[src/rtl/i2cs_pkg.sv]
package i2cs_pkg;

    localparam int BYTE_W = 8;
    localparam int CNT_W  = 4;
    localparam logic [4:0] HDR10 = 5'b11110;

    localparam logic [1:0] RA_CTRL  = 2'd0;
    localparam logic [1:0] RA_MATCH = 2'd1;
    localparam logic [1:0] RA_RXBUF = 2'd2;
    localparam logic [1:0] RA_STAT  = 2'd3;

    typedef enum logic [2:0] {
        ST_IDLE,
        ST_ADDR,
        ST_ADDR_LO,
        ST_DATA,
        ST_SKIP
    } rx_state_e;

    // control register, bit0 = enable
    typedef struct packed {
        logic ss_irq;
        logic ten;
        logic en;
    } ctrl_t;

    typedef struct packed {
        logic start;
        logic stop;
        logic rise;
        logic fall;
    } bus_ev_t;

    // outcome of the eighth-bit decision
    typedef struct packed {
        logic ack;
        logic load;
        logic ovf_set;
        logic irq;
        logic ua;
    } verdict_t;

    function automatic logic is_hdr10(input logic [BYTE_W-1:0] b);
        return b[BYTE_W-1 -: 5] == HDR10;
    endfunction

    function automatic verdict_t judge(input logic hit, input logic bf,
                                       input logic ovf, input logic want_ua);
        verdict_t v;
        v         = '0;
        if (hit) begin
            v.ack     = !bf && !ovf;
            v.load    = !bf && !ovf;
            v.ovf_set = bf;
            v.irq     = 1'b1;
            v.ua      = want_ua && !bf && !ovf;
        end
        return v;
    endfunction

endpackage

[src/rtl/i2cs_line_sync.sv]
module i2cs_line_sync
    import i2cs_pkg::*;
#(
    parameter int STAGES = 2
) (
    input  logic    clk,
    input  logic    rst,
    input  logic    scl_in,
    input  logic    sda_in,
    output logic    sda_s,
    output bus_ev_t ev
);
    localparam int NLINES = 2;

    logic [NLINES-1:0] raw;
    logic [NLINES-1:0] synced;
    logic [NLINES-1:0] prev;
    logic              scl_s;

    assign raw = {sda_in, scl_in};

    for (genvar g = 0; g < NLINES; g++) begin : g_line
        logic [STAGES-1:0] q;
        always_ff @(posedge clk) begin
            if (rst) q <= '1;
            else     q <= {q[STAGES-2:0], raw[g]};
        end
        assign synced[g] = q[STAGES-1];
    end

    always_ff @(posedge clk) begin
        if (rst) prev <= '1;
        else     prev <= synced;
    end

    assign scl_s = synced[0];
    assign sda_s = synced[1];

    always_comb begin
        ev.rise  = scl_s && !prev[0];
        ev.fall  = !scl_s && prev[0];
        ev.start = scl_s && prev[0] && prev[1] && !sda_s;
        ev.stop  = scl_s && prev[0] && !prev[1] && sda_s;
    end

endmodule

[src/rtl/i2cs_engine.sv]
module i2cs_engine
    import i2cs_pkg::*;
(
    input  logic              clk,
    input  logic              rst,
    input  logic              en,
    input  logic              ten,
    input  bus_ev_t           ev,
    input  logic              sda_s,
    input  logic [BYTE_W-1:0] match,
    input  logic              bf,
    input  logic              ovf,
    output logic              ack_drv,
    output logic              ld_p,
    output logic [BYTE_W-1:0] ld_byte,
    output logic              ovf_p,
    output logic              irq_p,
    output logic              ua_p,
    output logic              rw_p,
    output logic              rw_v,
    output logic              cond_p
);
    localparam logic [CNT_W-1:0] LAST_BIT = CNT_W'(BYTE_W);

    rx_state_e         state, nxt;
    logic [BYTE_W-1:0] sh;
    logic [CNT_W-1:0]  cnt;
    logic              in_ack, pend_irq, pend_ua, hi_ok;

    logic      hit, want_ua, is_addr, lo_hit, hdr_hit;
    rx_state_e goal;
    verdict_t  v;

    assign hdr_hit = is_hdr10(sh) && (sh[BYTE_W-1:1] == match[BYTE_W-1:1]);

    always_comb begin
        hit     = 1'b0;
        want_ua = 1'b0;
        is_addr = 1'b0;
        lo_hit  = 1'b0;
        goal    = ST_SKIP;
        case (state)
            ST_ADDR: begin
                is_addr = 1'b1;
                if (!ten) begin
                    hit  = sh[BYTE_W-1:1] == match[BYTE_W-1:1];
                    goal = sh[0] ? ST_SKIP : ST_DATA;
                end else if (!sh[0]) begin
                    hit     = hdr_hit;
                    want_ua = 1'b1;
                    goal    = ST_ADDR_LO;
                end else begin
                    hit  = hdr_hit && hi_ok;
                    goal = ST_SKIP;
                end
            end
            ST_ADDR_LO: begin
                hit     = sh == match;
                want_ua = 1'b1;
                lo_hit  = 1'b1;
                goal    = ST_DATA;
            end
            ST_DATA: begin
                hit  = 1'b1;
                goal = ST_DATA;
            end
            default: ;
        endcase
        v = judge(hit, bf, ovf, want_ua);
    end

    always_ff @(posedge clk) begin
        if (rst) begin
            state    <= ST_IDLE;
            nxt      <= ST_IDLE;
            sh       <= '0;
            cnt      <= '0;
            in_ack   <= 1'b0;
            ack_drv  <= 1'b0;
            pend_irq <= 1'b0;
            pend_ua  <= 1'b0;
            hi_ok    <= 1'b0;
            ld_p     <= 1'b0;
            ld_byte  <= '0;
            ovf_p    <= 1'b0;
            irq_p    <= 1'b0;
            ua_p     <= 1'b0;
            rw_p     <= 1'b0;
            rw_v     <= 1'b0;
            cond_p   <= 1'b0;
        end else begin
            ld_p   <= 1'b0;
            ovf_p  <= 1'b0;
            irq_p  <= 1'b0;
            ua_p   <= 1'b0;
            rw_p   <= 1'b0;
            cond_p <= 1'b0;
            if (!en) begin
                state    <= ST_IDLE;
                in_ack   <= 1'b0;
                ack_drv  <= 1'b0;
                pend_irq <= 1'b0;
                pend_ua  <= 1'b0;
                hi_ok    <= 1'b0;
                cnt      <= '0;
            end else if (ev.start || ev.stop) begin
                state    <= ev.start ? ST_ADDR : ST_IDLE;
                cnt      <= '0;
                in_ack   <= 1'b0;
                ack_drv  <= 1'b0;
                pend_irq <= 1'b0;
                pend_ua  <= 1'b0;
                cond_p   <= 1'b1;
                if (ev.stop) hi_ok <= 1'b0;
            end else if (in_ack) begin
                if (ev.fall) begin
                    in_ack  <= 1'b0;
                    ack_drv <= 1'b0;
                    irq_p   <= pend_irq;
                    ua_p    <= pend_ua;
                    state   <= nxt;
                    cnt     <= '0;
                end
            end else if (state == ST_ADDR || state == ST_ADDR_LO || state == ST_DATA) begin
                if (ev.rise && cnt < LAST_BIT) begin
                    sh  <= {sh[BYTE_W-2:0], sda_s};
                    cnt <= cnt + 1'b1;
                end else if (ev.fall && cnt == LAST_BIT) begin
                    in_ack   <= 1'b1;
                    ack_drv  <= v.ack;
                    ld_p     <= v.load;
                    ld_byte  <= sh;
                    ovf_p    <= v.ovf_set;
                    pend_irq <= v.irq;
                    pend_ua  <= v.ua;
                    nxt      <= v.ack ? goal : ST_SKIP;
                    if (is_addr && hit) begin
                        rw_p <= 1'b1;
                        rw_v <= sh[0];
                    end
                    if (lo_hit && v.ack) hi_ok <= 1'b1;
                end
            end
        end
    end

endmodule

[src/rtl/i2cs_regs.sv]
module i2cs_regs
    import i2cs_pkg::*;
(
    input  logic              clk,
    input  logic              rst,
    input  logic              reg_wr,
    input  logic              reg_rd,
    input  logic [1:0]        reg_addr,
    input  logic [BYTE_W-1:0] reg_wdata,
    output logic [BYTE_W-1:0] reg_rdata,
    input  logic              ld_p,
    input  logic [BYTE_W-1:0] ld_byte,
    input  logic              ovf_p,
    input  logic              irq_p,
    input  logic              ua_p,
    input  logic              rw_p,
    input  logic              rw_v,
    input  logic              cond_p,
    output logic              ctrl_en,
    output logic              ctrl_ten,
    output logic [BYTE_W-1:0] match,
    output logic              bf,
    output logic              ovf,
    output logic              irq_f,
    output logic              ua
);
    ctrl_t             ctrl;
    logic [BYTE_W-1:0] rxbuf;
    logic              rw;
    logic              wr_ctrl, wr_match, wr_stat, rd_buf;

    assign wr_ctrl  = reg_wr && reg_addr == RA_CTRL;
    assign wr_match = reg_wr && reg_addr == RA_MATCH;
    assign wr_stat  = reg_wr && reg_addr == RA_STAT;
    assign rd_buf   = reg_rd && reg_addr == RA_RXBUF;

    always_ff @(posedge clk) begin
        if (rst) begin
            ctrl  <= '0;
            match <= '0;
            rxbuf <= '0;
            bf    <= 1'b0;
            ovf   <= 1'b0;
            irq_f <= 1'b0;
            ua    <= 1'b0;
            rw    <= 1'b0;
        end else begin
            if (wr_ctrl)  ctrl  <= ctrl_t'(reg_wdata[2:0]);
            if (wr_match) match <= reg_wdata;
            if (ld_p)     rxbuf <= ld_byte;

            if (ld_p)        bf <= 1'b1;
            else if (rd_buf) bf <= 1'b0;

            if (ovf_p)                        ovf <= 1'b1;
            else if (wr_stat && reg_wdata[1]) ovf <= 1'b0;

            if (irq_p || (cond_p && ctrl.ss_irq)) irq_f <= 1'b1;
            else if (wr_stat && reg_wdata[2])     irq_f <= 1'b0;

            if (ua_p)          ua <= 1'b1;
            else if (wr_match) ua <= 1'b0;

            if (rw_p) rw <= rw_v;
        end
    end

    always_comb begin
        case (reg_addr)
            RA_CTRL:  reg_rdata = {5'b0, ctrl};
            RA_MATCH: reg_rdata = match;
            RA_RXBUF: reg_rdata = rxbuf;
            default:  reg_rdata = {3'b0, rw, ua, irq_f, ovf, bf};
        endcase
    end

    assign ctrl_en  = ctrl.en;
    assign ctrl_ten = ctrl.ten;

endmodule

[src/rtl/i2c_addr_slave.sv]
module i2c_addr_slave
    import i2cs_pkg::*;
#(
    parameter int SYNC_STAGES = 2
) (
    input  logic              clk,
    input  logic              rst,
    input  logic              scl_in,
    input  logic              sda_in,
    output logic              scl_oe,
    output logic              sda_oe,
    input  logic              reg_wr,
    input  logic              reg_rd,
    input  logic [1:0]        reg_addr,
    input  logic [BYTE_W-1:0] reg_wdata,
    output logic [BYTE_W-1:0] reg_rdata,
    output logic              irq
);
    bus_ev_t           ev;
    logic              sda_s;
    logic              ctrl_en, ctrl_ten;
    logic [BYTE_W-1:0] match, ld_byte;
    logic              bf, ovf, irq_f, ua;
    logic              ld_p, ovf_p, irq_p, ua_p, rw_p, rw_v, cond_p, ack_drv;

    i2cs_line_sync #(.STAGES(SYNC_STAGES)) u_sync (
        .clk    (clk),
        .rst    (rst),
        .scl_in (scl_in),
        .sda_in (sda_in),
        .sda_s  (sda_s),
        .ev     (ev)
    );

    i2cs_engine u_eng (
        .clk     (clk),
        .rst     (rst),
        .en      (ctrl_en),
        .ten     (ctrl_ten),
        .ev      (ev),
        .sda_s   (sda_s),
        .match   (match),
        .bf      (bf),
        .ovf     (ovf),
        .ack_drv (ack_drv),
        .ld_p    (ld_p),
        .ld_byte (ld_byte),
        .ovf_p   (ovf_p),
        .irq_p   (irq_p),
        .ua_p    (ua_p),
        .rw_p    (rw_p),
        .rw_v    (rw_v),
        .cond_p  (cond_p)
    );

    i2cs_regs u_regs (
        .clk       (clk),
        .rst       (rst),
        .reg_wr    (reg_wr),
        .reg_rd    (reg_rd),
        .reg_addr  (reg_addr),
        .reg_wdata (reg_wdata),
        .reg_rdata (reg_rdata),
        .ld_p      (ld_p),
        .ld_byte   (ld_byte),
        .ovf_p     (ovf_p),
        .irq_p     (irq_p),
        .ua_p      (ua_p),
        .rw_p      (rw_p),
        .rw_v      (rw_v),
        .cond_p    (cond_p),
        .ctrl_en   (ctrl_en),
        .ctrl_ten  (ctrl_ten),
        .match     (match),
        .bf        (bf),
        .ovf       (ovf),
        .irq_f     (irq_f),
        .ua        (ua)
    );

    assign sda_oe = ack_drv;
    assign scl_oe = ua && ctrl_en;
    assign irq    = irq_f;

endmodule

[config.mk]
export PLATFORM = sky130hd
export DESIGN_NAME = i2c_addr_slave
export DESIGN_NICKNAME = d
export VERILOG_FILES = /design/src/rtl/i2cs_pkg.sv /design/src/rtl/i2cs_line_sync.sv /design/src/rtl/i2cs_engine.sv /design/src/rtl/i2cs_regs.sv /design/src/rtl/i2c_addr_slave.sv
export SDC_FILE = /design/constraint.sdc
export NUM_CORES = 1
export LEC_CHECK = 0
export BUFFER_PORTS_ARGS = -buffer_cell sky130_fd_sc_hd__buf_4
export CAP_MARGIN = 10
export CORE_UTILIZATION = 35
export DETAILED_ROUTE_END_ITERATION = 12
export PLACE_DENSITY = 0.52
export SETUP_SLACK_MARGIN = 0.5
export SYNTH_ARGS = -nofsm -noshare
export SYNTH_HDL_FRONTEND = slang
export SYNTH_SLANG_ARGS = --single-unit
[constraint.sdc]
create_clock -name clk -period 1.8 [get_ports clk]
set_input_delay 0.36 -clock clk [delete_from_list [all_inputs] [get_ports clk]]
set_output_delay 0.36 -clock clk [all_outputs]
set_load 0.005 [all_outputs]
Yosys cells after proc, flatten, opt, wreduce, memory -nomap -nowiden --
Cells that the tools add are included.
Operators by class: add/sub/neg operators 1, magnitude comparators 1, eq/ne operators 15, muxes and demuxes 50, bitwise operators 8, reduce and logical (&&, ||, !) cells 61
Operator list (count):
- 1-bit 2-to-1 mux | 34
- 1-bit logical AND | 24
- 8-bit one-hot mux with 3 select lines | 1
- 2-bit nonzero test | 12
- 3-bit 2-to-1 mux | 7
- 4-bit 2-to-1 mux | 4
- 6-bit AND reduction | 2
- 8-bit equality test | 1
- 2-bit by 1-bit inequality test with 1-bit output, second input constant | 4
- 1-bit inverter | 8
- 4-bit AND reduction | 2
- 8-bit OR reduction | 1
- 7-bit equality test | 1
- 7-bit AND reduction | 1
- 7-bit OR reduction | 1
- 3-bit by 2-bit equality test with 1-bit output, second input constant | 2
- 1-bit zero test | 6
- 3-bit one-hot mux with 2 select lines | 1
- 5-bit equality test, second input constant | 1
- 5-bit 2-to-1 mux | 1
- 5-bit AND reduction | 1
- 5-bit OR reduction | 1
- 4-bit by 1-bit adder with 4-bit output, second input constant | 1
- 2-bit equality test, second input constant | 2
- 13 further kinds | 17
Storage, ports and cells: flip-flop bits (word level) 68, bits of input ports 16, logic and storage cells 166

Depth between registers and ports, before layout --
Gate-level depths: netlist (run 1).
depth after elaboration 14, gate-level depth with buffers 8

Hierarchy --
Synthesis (run 1) repeated with hierarchy kept, for this count alone.
Unflattened totals: cell total of the unflattened synthesis 308, area total of the unflattened synthesis 2996.6 um^2
Modules (own cells, without submodules):
- i2cs_engine | times used 1, cells each 183, area each 1647.8 um^2
- i2cs_regs | times used 1, cells each 108, area each 1152.4 um^2
- i2cs_line_sync | times used 1, cells each 16, area each 190.2 um^2
- i2c_addr_slave | times used 1, cells each 1, area each 6.3 um^2

Worst setup path after synthesis (run 1) --
No wires, ideal clock.
path kind input-to-output, start point in reg_addr[0], end point out reg_rdata[3], arrival time 1.466 ns, slack -0.026 ns, stages on the path 4, cell sequence clkbuf_1 -> nor2b_1 -> clkbuf_1 -> a22o_1
Between the ends: cells in the longest elaborated chain, start to end 2, elaborated cells on any way between the ends 4, classes of those cells eq/ne: 2; mux: 1; reduce/logical: 1
Ends and longest elaborated chain:
- start, declared | RTL line i2c_addr_slave.sv:14 | input logic [1:0] reg_addr,
- 2-bit equality test, or another cell as far along | RTL line i2cs_regs.sv:69 | case (reg_addr)
- 8-bit one-hot mux with 3 select lines * | RTL line i2cs_regs.sv:69
- end, declared | RTL line i2c_addr_slave.sv:16 | output logic [BYTE_W-1:0] reg_rdata,
Every way passes the cells marked *; elsewhere a longest branch is shown, timed or not.

Final worst setup path (run 1) --
start point reg u_eng.cnt[0], end point reg u_eng.ld_byte[2]
Between the ends: cells in the longest elaborated chain, start to end 4, elaborated cells on any way between the ends 6, classes of those cells order compare: 1; eq/ne: 1; bitwise: 1; reduce/logical: 3
Ends and longest elaborated chain:
- start, declared | RTL line i2cs_engine.sv:27 | logic [CNT_W-1:0] cnt;
- start signal, assigned | RTL line i2cs_engine.sv:127 | cnt <= cnt + 1'b1;
- 4-bit less-than comparator | RTL line i2cs_engine.sv:125 | if (ev.rise && cnt < LAST_BIT) begin
- 1-bit logical AND | RTL line i2cs_engine.sv:125
- 1-bit inverter (no line)
- 6-bit AND reduction (no line) *
- end signal, assigned | RTL line i2cs_engine.sv:132 | ld_byte <= sh;
- end, declared | RTL line i2cs_engine.sv:15 | output logic [BYTE_W-1:0] ld_byte,
Marked as above. A chain may end at the register's enable or synchronous reset.

==> reports/qor.yml, run 1 <==
status: "finished, violations left"
violations: "setup timing"
drv_slew: 0
crit_chain: "inv_4 > ha_4 > nand2_2 > or4b_4 > nor2_4 > clkbuf_16 > mux2i_1 > nor2_1"
first_iter_violations: 123
ys_seq_area_frac: 0.461
yosysWarnings: 0
skew_ns: 0.0136
overflow: 0
cts_sinks: 68
grt_use_total: 0.194
min_period_over_period: 1.00
synth_cells: 306
report.final.hold_viol_count: 0
hp-class: "in -> reg"
drive_above_1_share: 0.466
cp-start-kind: "flop"
critical-path-slowest-cell: "or4b_4"
cts_root_buf: "clkbuf_8"
critPathMaxStageDelay_ns: 0.50
synth-seq-cells: 68
rsz0062_at_grt: "yes"
p_leak_uw: 0.00164
r2r_end: "u_eng.ld_byte[2]"
grt_first_pass_wirelength_um: 12800
max-cap-violations: 0
antennaDiodeCount: 0
syn_avg_cell_area_um2: 9.65
synthArstFlopShare: 0
ys.flop_type: "dfxtp_1"
dp_slack_ns: 0.0198
dp_hpwl_um: 5320
reg2reg_depth: 8
core_area_mm2: 0.00818
worstSkewPairLatency_ns: 0.35
worstPathRequired_ns: 2.02
total_power_uw: 3390
ant_nets: 0
cts_tree: "yes"
r2r_start: "u_eng.cnt[0]"
cts_buffer_depth: 2
fmax_ghz: 0.555
vias: 2447
first_global_vias: 2374
worst_hold_slack_ns: 0.190
setup_ws_ns: -0.000526
synthDistinctLibCells: 52
netlist_area_mm2: 0.00295
avgRoutedWirePerCell_um: 16.7
powerDensity_mw_per_mm2: 805
max_slew_margin: 0.586
synth_top_area_share: 0.461
cts_made_buffers: 9
min_delay_path_depth: 2
grt_max_degree: 33
num_io_pins: 27
hp-start: "sda_in"
ir_drop_mv: 0.530
synth_area_leaders: "dfxtp_1 (46%), mux2i_1 (9.5%), nor2_1 (5.1%), nand2_1 (2.9%), a21oi_1 (2.9%)"
setup_viol: 1
synth_edf_count: 0
htreeDepth: 3
numPortBuffers: 26
tns_ns: -0.000526
floorplan.initialDensity: 0.361
synth_top_area_cell: "dfxtp_1"
cts.clk_slew.worst_paths_ns: 0.09
antenna_found_initial: 0
min_period_ns: 1.80
r2r_slack_ns: -0.0005
crit_path_end_kind: "flop"
syn_to_final_growth_pct: 42.8
die-area_mm2: 0.00881
fin_nets: 393
criticalPathCategory: "reg -> reg"
dr.pass1.iters: 4
chipHeight_um: 93.9
worst-path-max-fanout: 5
avgViaCountPerCell: 5.05
die_x_um: 93.9
routed_wl_um: 8090
drc: 0
crit_arrival_ns: 2.02
whs_endpoint: "u_sync.g_line[1].q[0]"
synth_fp_nets: 324
gp_congestion: 0.761
worstMarginPinSlew_ns: 0.620
fp-row-count: 33
==> final cells by class <==
type	instances	area, um^2
clock inverter	7	146
sequential	68	1410
fill	780	3960
inverter	6	25.0
tap	105	131
timing repair buffer	73	667
clock buffer	9	124
multi-input combinational	217	1710
==> layer usage <==
layer	vias to the layer above	GRT usage	wire length [um]
met5	-	0	0
met1	1187	0.259	3880
met4	0	0.0500	112
met3	9	0.0413	201
li1	1216	-	-
met2	35	0.318	3900
==> Yosys cell counts, drive strengths merged, types with 3 or more instances <==
cell type,n
xnor2,7
a21oi,17
buf,3
and3,4
dfxtp,68
mux4,3
nor2,42
a22o,5
nor2b,8
nand4,7
inv,6
nor3,6
o21ai,4
xor2,4
nand2,23
or2,9
mux2i,28
clkbuf,13
nand3,13
and2,3
==> through the flow <==
step,utilization,cell area [um^2],cells
2_1_floorplan,-,3060,306
3_3_place_gp,0.420,3440,442
3_5_place_dp,0.420,3440,442
4_1_cts,0.485,3970,474
5_1_grt,0.516,4220,485
6_report,0.516,4220,485
==> critical path, delay by kind of cell (launching register included) <==
family	cells	cell delay [ns]
adders and majority gates	1	0.13
buffers and inverters	2	0.23
DFF	1	0.35
muxes	1	0.18
and+or+nand+nor	4	0.78
==> cells by family (layout without fill, tap and decap cells) <==
kind of cell | after synthesis | count (layout) | synth area share
simple gates | 127 | 128 | 0.230
fa+ha+maj | 2 | 2 | 0.00847
xor+xnor | 11 | 11 | 0.0326
mux | 33 | 33 | 0.125
buf+inv | 22 | 95 | 0.0335
compound gates | 43 | 43 | 0.109
flops | 68 | 68 | 0.461
==> cell usage in the layout, fill, tap and decap left out, drive strengths merged, types with 7 or more instances in the layout <==
cell    count
buf        72
dfxtp      68
nor2       42
mux2i      28
nand2      23
a21oi      17
nand3      13
clkbuf     10
or2         9
nor2b       9
inv         8
nand4       7
xnor2       7
==> power by group <==
group / internal [uW] / switching [uW] / total, uW
registers: 1510 / 12.7 / 1520
logic: 87.5 / 88.7 / 176
clock network: 1070 / 626 / 1700
==> state kept, by name, summed over array words and instances, names as in the netlist, 2 cells and up <==
signal           count
u_eng.state          3
u_eng.ld_byte        8
u_sync.prev          2
u_sync.g_line.q      4
u_eng.nxt            3
u_regs.rxbuf         8
u_regs.match         8
u_eng.cnt            4
u_eng.sh             8
==> timing repair <==
action,4_1_cts,5_1_grt
gates cloned,1,1
pin swaps,7,14
hold buffers,0,0
setup buffers,15,10
hold endpoints to repair,0,0
gates resized for setup,51,32
endpoints found under the setup margin,46,46
==> worst max-delay path by stage <==
stage                    startpoint          endpoint  cells past startpoint
finish                 u_eng.cnt[0]  u_eng.ld_byte[2]                      8
global route           u_eng.cnt[0]  u_eng.ld_byte[6]                      8
CTS                 u_regs.ctrl_ten      reg_rdata[1]                      3
detailed placement   u_eng.state[1]    u_eng.pend_irq                      5
global placement     u_eng.state[1]  u_eng.ld_byte[7]                      6
floorplan              u_eng.cnt[0]  u_eng.ld_byte[0]                      8
No activity file was read; power rests on OpenSTA's default activity.
==> run 2: changes to the inputs <==
--- a/config.mk
+++ b/config.mk
@@ -8,6 +8,7 @@
 export BUFFER_PORTS_ARGS = -buffer_cell sky130_fd_sc_hd__buf_4
 export CAP_MARGIN = 10
 export CORE_UTILIZATION = 35
+export CTS_BUF_LIST = sky130_fd_sc_hd__clkbuf_16
 export DETAILED_ROUTE_END_ITERATION = 12
 export PLACE_DENSITY = 0.52
 export SETUP_SLACK_MARGIN = 0.5
==> run 2 against run 1 <==
Effect of this change:
- the run now ends clean
- fmax is 3.5% higher
- power grew 15%
- wire length fell by 1.1%
- clock skew down 0.0058 ns
- clock power increased by 28%
- core utilization rose by 1.7 points
- critical path depth down 2
- global-route usage rose by 0.26 points
- final cell count up 1.6%
- largest power group unchanged
- register-to-register slack better by 0.06 ns
- combinational power increased by 8%
- critical endpoint is now u_eng.nxt[1]
==> reports/qor.yml, run 2 (synthesis results as in run 1) <==
numPortBuffers: 26
min_delay_path_depth: 2
ant_nets: 0
floorplan.initialDensity: 0.361
ir_drop_mv: 0.469
seq_area_mm2: 0.00141
grt_use_total: 0.197
chipHeight_um: 93.9
htreeDepth: 3
core_area_mm2: 0.00818
routed_wl_um: 8010
overflow: 0
p_leak_uw: 0.00170
fin_nets: 401
placed_cells: 442
cts_buffer_depth: 2
fill_cells: 754
antennaDiodeCount: 0
status: "finished clean"
cell_internal_pwr_uw: 3110
dr.pass1.iters: 4
stdcell_area_mm2: 0.00436
rsz0062_at_grt: "yes"
cts_sinks: 68
report.final.hold_viol_count: 0
first_global_vias: 2436
skew_ns: 0.00781
placed_area_mm2: 0.00344
fin_cells: 493
powerDensity_mw_per_mm2: 893
fp-row-count: 33
cts.clk_slew.worst_paths_ns: 0.06
die-area_mm2: 0.00881
dp_slack_ns: 0.0198
max-cap-violations: 0
worstMarginPinSlew_ns: 0.619
fmax_ghz: 0.575
gp_congestion: 0.761
avgRoutedWirePerCell_um: 16.2
cts_made_buffers: 9
vias: 2466
drc: 0
criticalPathCategory: "reg -> reg"
worst-path-max-fanout: 11
crit_arrival_ns: 1.96
cts_root_buf: "clkbuf_16"
drive_above_1_share: 0.482
grt_max_degree: 33
die_x_um: 93.9
p_sw_uw: 781
multi_input_area_mm2: 0.00171
setup_viol: 0
swShare: 0.201
p_seq_frac: 0.391
combPwrFrac: 0.049
clkPwrFrac: 0.560
worst_hold_slack_ns: 0.216
reg2reg_depth: 6
syn_to_final_growth_pct: 47.7
final_common_cell: "buf_4"
dp_hpwl_um: 5320
setup_ws_ns: 0.0597
avgViaCountPerCell: 5.00
holdBufCountCts: 0
mostFrequentLayoutCells: "buf_4 (60), dfxtp_1 (43), nor2_1 (40)"
min_period_ns: 1.74
cp-start-kind: "flop"
crit_path_end_kind: "flop"
min_period_over_period: 0.967
antenna_found_initial: 0
num_io_pins: 27
grt_first_pass_wirelength_um: 13000
hp-class: "in -> reg"
max_slew_margin: 0.587
fin_util: 0.533
first_iter_violations: 137
worstSkewPairLatency_ns: 0.33
drv_slew: 0
worstPathRequired_ns: 2.01
cts_tree: "yes"
==> run 2: changes by cell type in the layout (fill, tap and decap cells not counted), sizes merged <==
cell,change
clkbuf,-1
buf,+9
==> run 2: worst paths after layout <==
| path | to | from | slack [ns] |
|---|---|---|---|
| worst max-delay path | u_eng.nxt[1] | u_eng.state[2] | 0.06 |
| worst max register to register | u_eng.nxt[1] | u_eng.state[2] | 0.06 |
| worst min register to register | u_sync.g_line[0].q[1] | u_sync.g_line[0].q[0] | 0.42 |
| worst min-delay path | u_sync.g_line[1].q[0] | sda_in | 0.22 |
==> run 2: layout make-up <==
type | instances | area share
repair buffers | 81 | 0.164
inverters | 6 | 0.00574
multi-input cells | 217 | 0.392
clock buffers | 9 | 0.0516
clock inverters | 7 | 0.0336
well taps | 105 | 0.0301
flip-flops and latches | 68 | 0.323
==> run 2: critical path, cell delays in order (launching register included) <==
cell      delay [ns]
dfxtp_4         0.35
o21bai_4        0.19
or4b_4          0.55
nor2_4          0.12
buf_12          0.16
nor3b_1         0.06
a31o_2          0.21
==> run 2: per-stage QoR <==
stage | power (uW) | setup TNS [ns]
after floorplan | 1650 | 0
after global placement | 1710 | 0
after detailed placement | 1710 | 0
after CTS | 3910 | 0
after global routing | 4010 | -0.121
final | 3890 | 0
==> run 2: repair_timing <==
item | in CTS | in global routing
setup buffers | 20 | 14
pin swaps | 10 | 15
resized for setup | 55 | 34
cloned | 1 | 0
setup endpoints to repair | 46 | 47
==> run 2: layer usage <==
| layer | GRT usage | routed length [um] | vias to the layer above | share of wire |
|---|---|---|---|---|
| li1 | - | - | 1228 | - |
| met1 | 0.255 | 3770 | 1188 | 0.47 |
| met2 | 0.330 | 3940 | 44 | 0.49 |
| met3 | 0.0461 | 223 | 6 | 0.028 |
| met4 | 0.0462 | 68 | 0 | 0.0085 |
| met5 | 0 | 0 | - | 0 |
==> run 2: power by group through the flow <==
stage | sequential [uW] | combinational [uW] | clock (uW)
final | 1520 | 190 | 2180
after global routing | 1520 | 206 | 2280
after CTS | 1520 | 174 | 2210
after detailed placement | 1570 | 141 | 0
after global placement | 1570 | 141 | 0
after floorplan | 1560 | 91.2 | 0
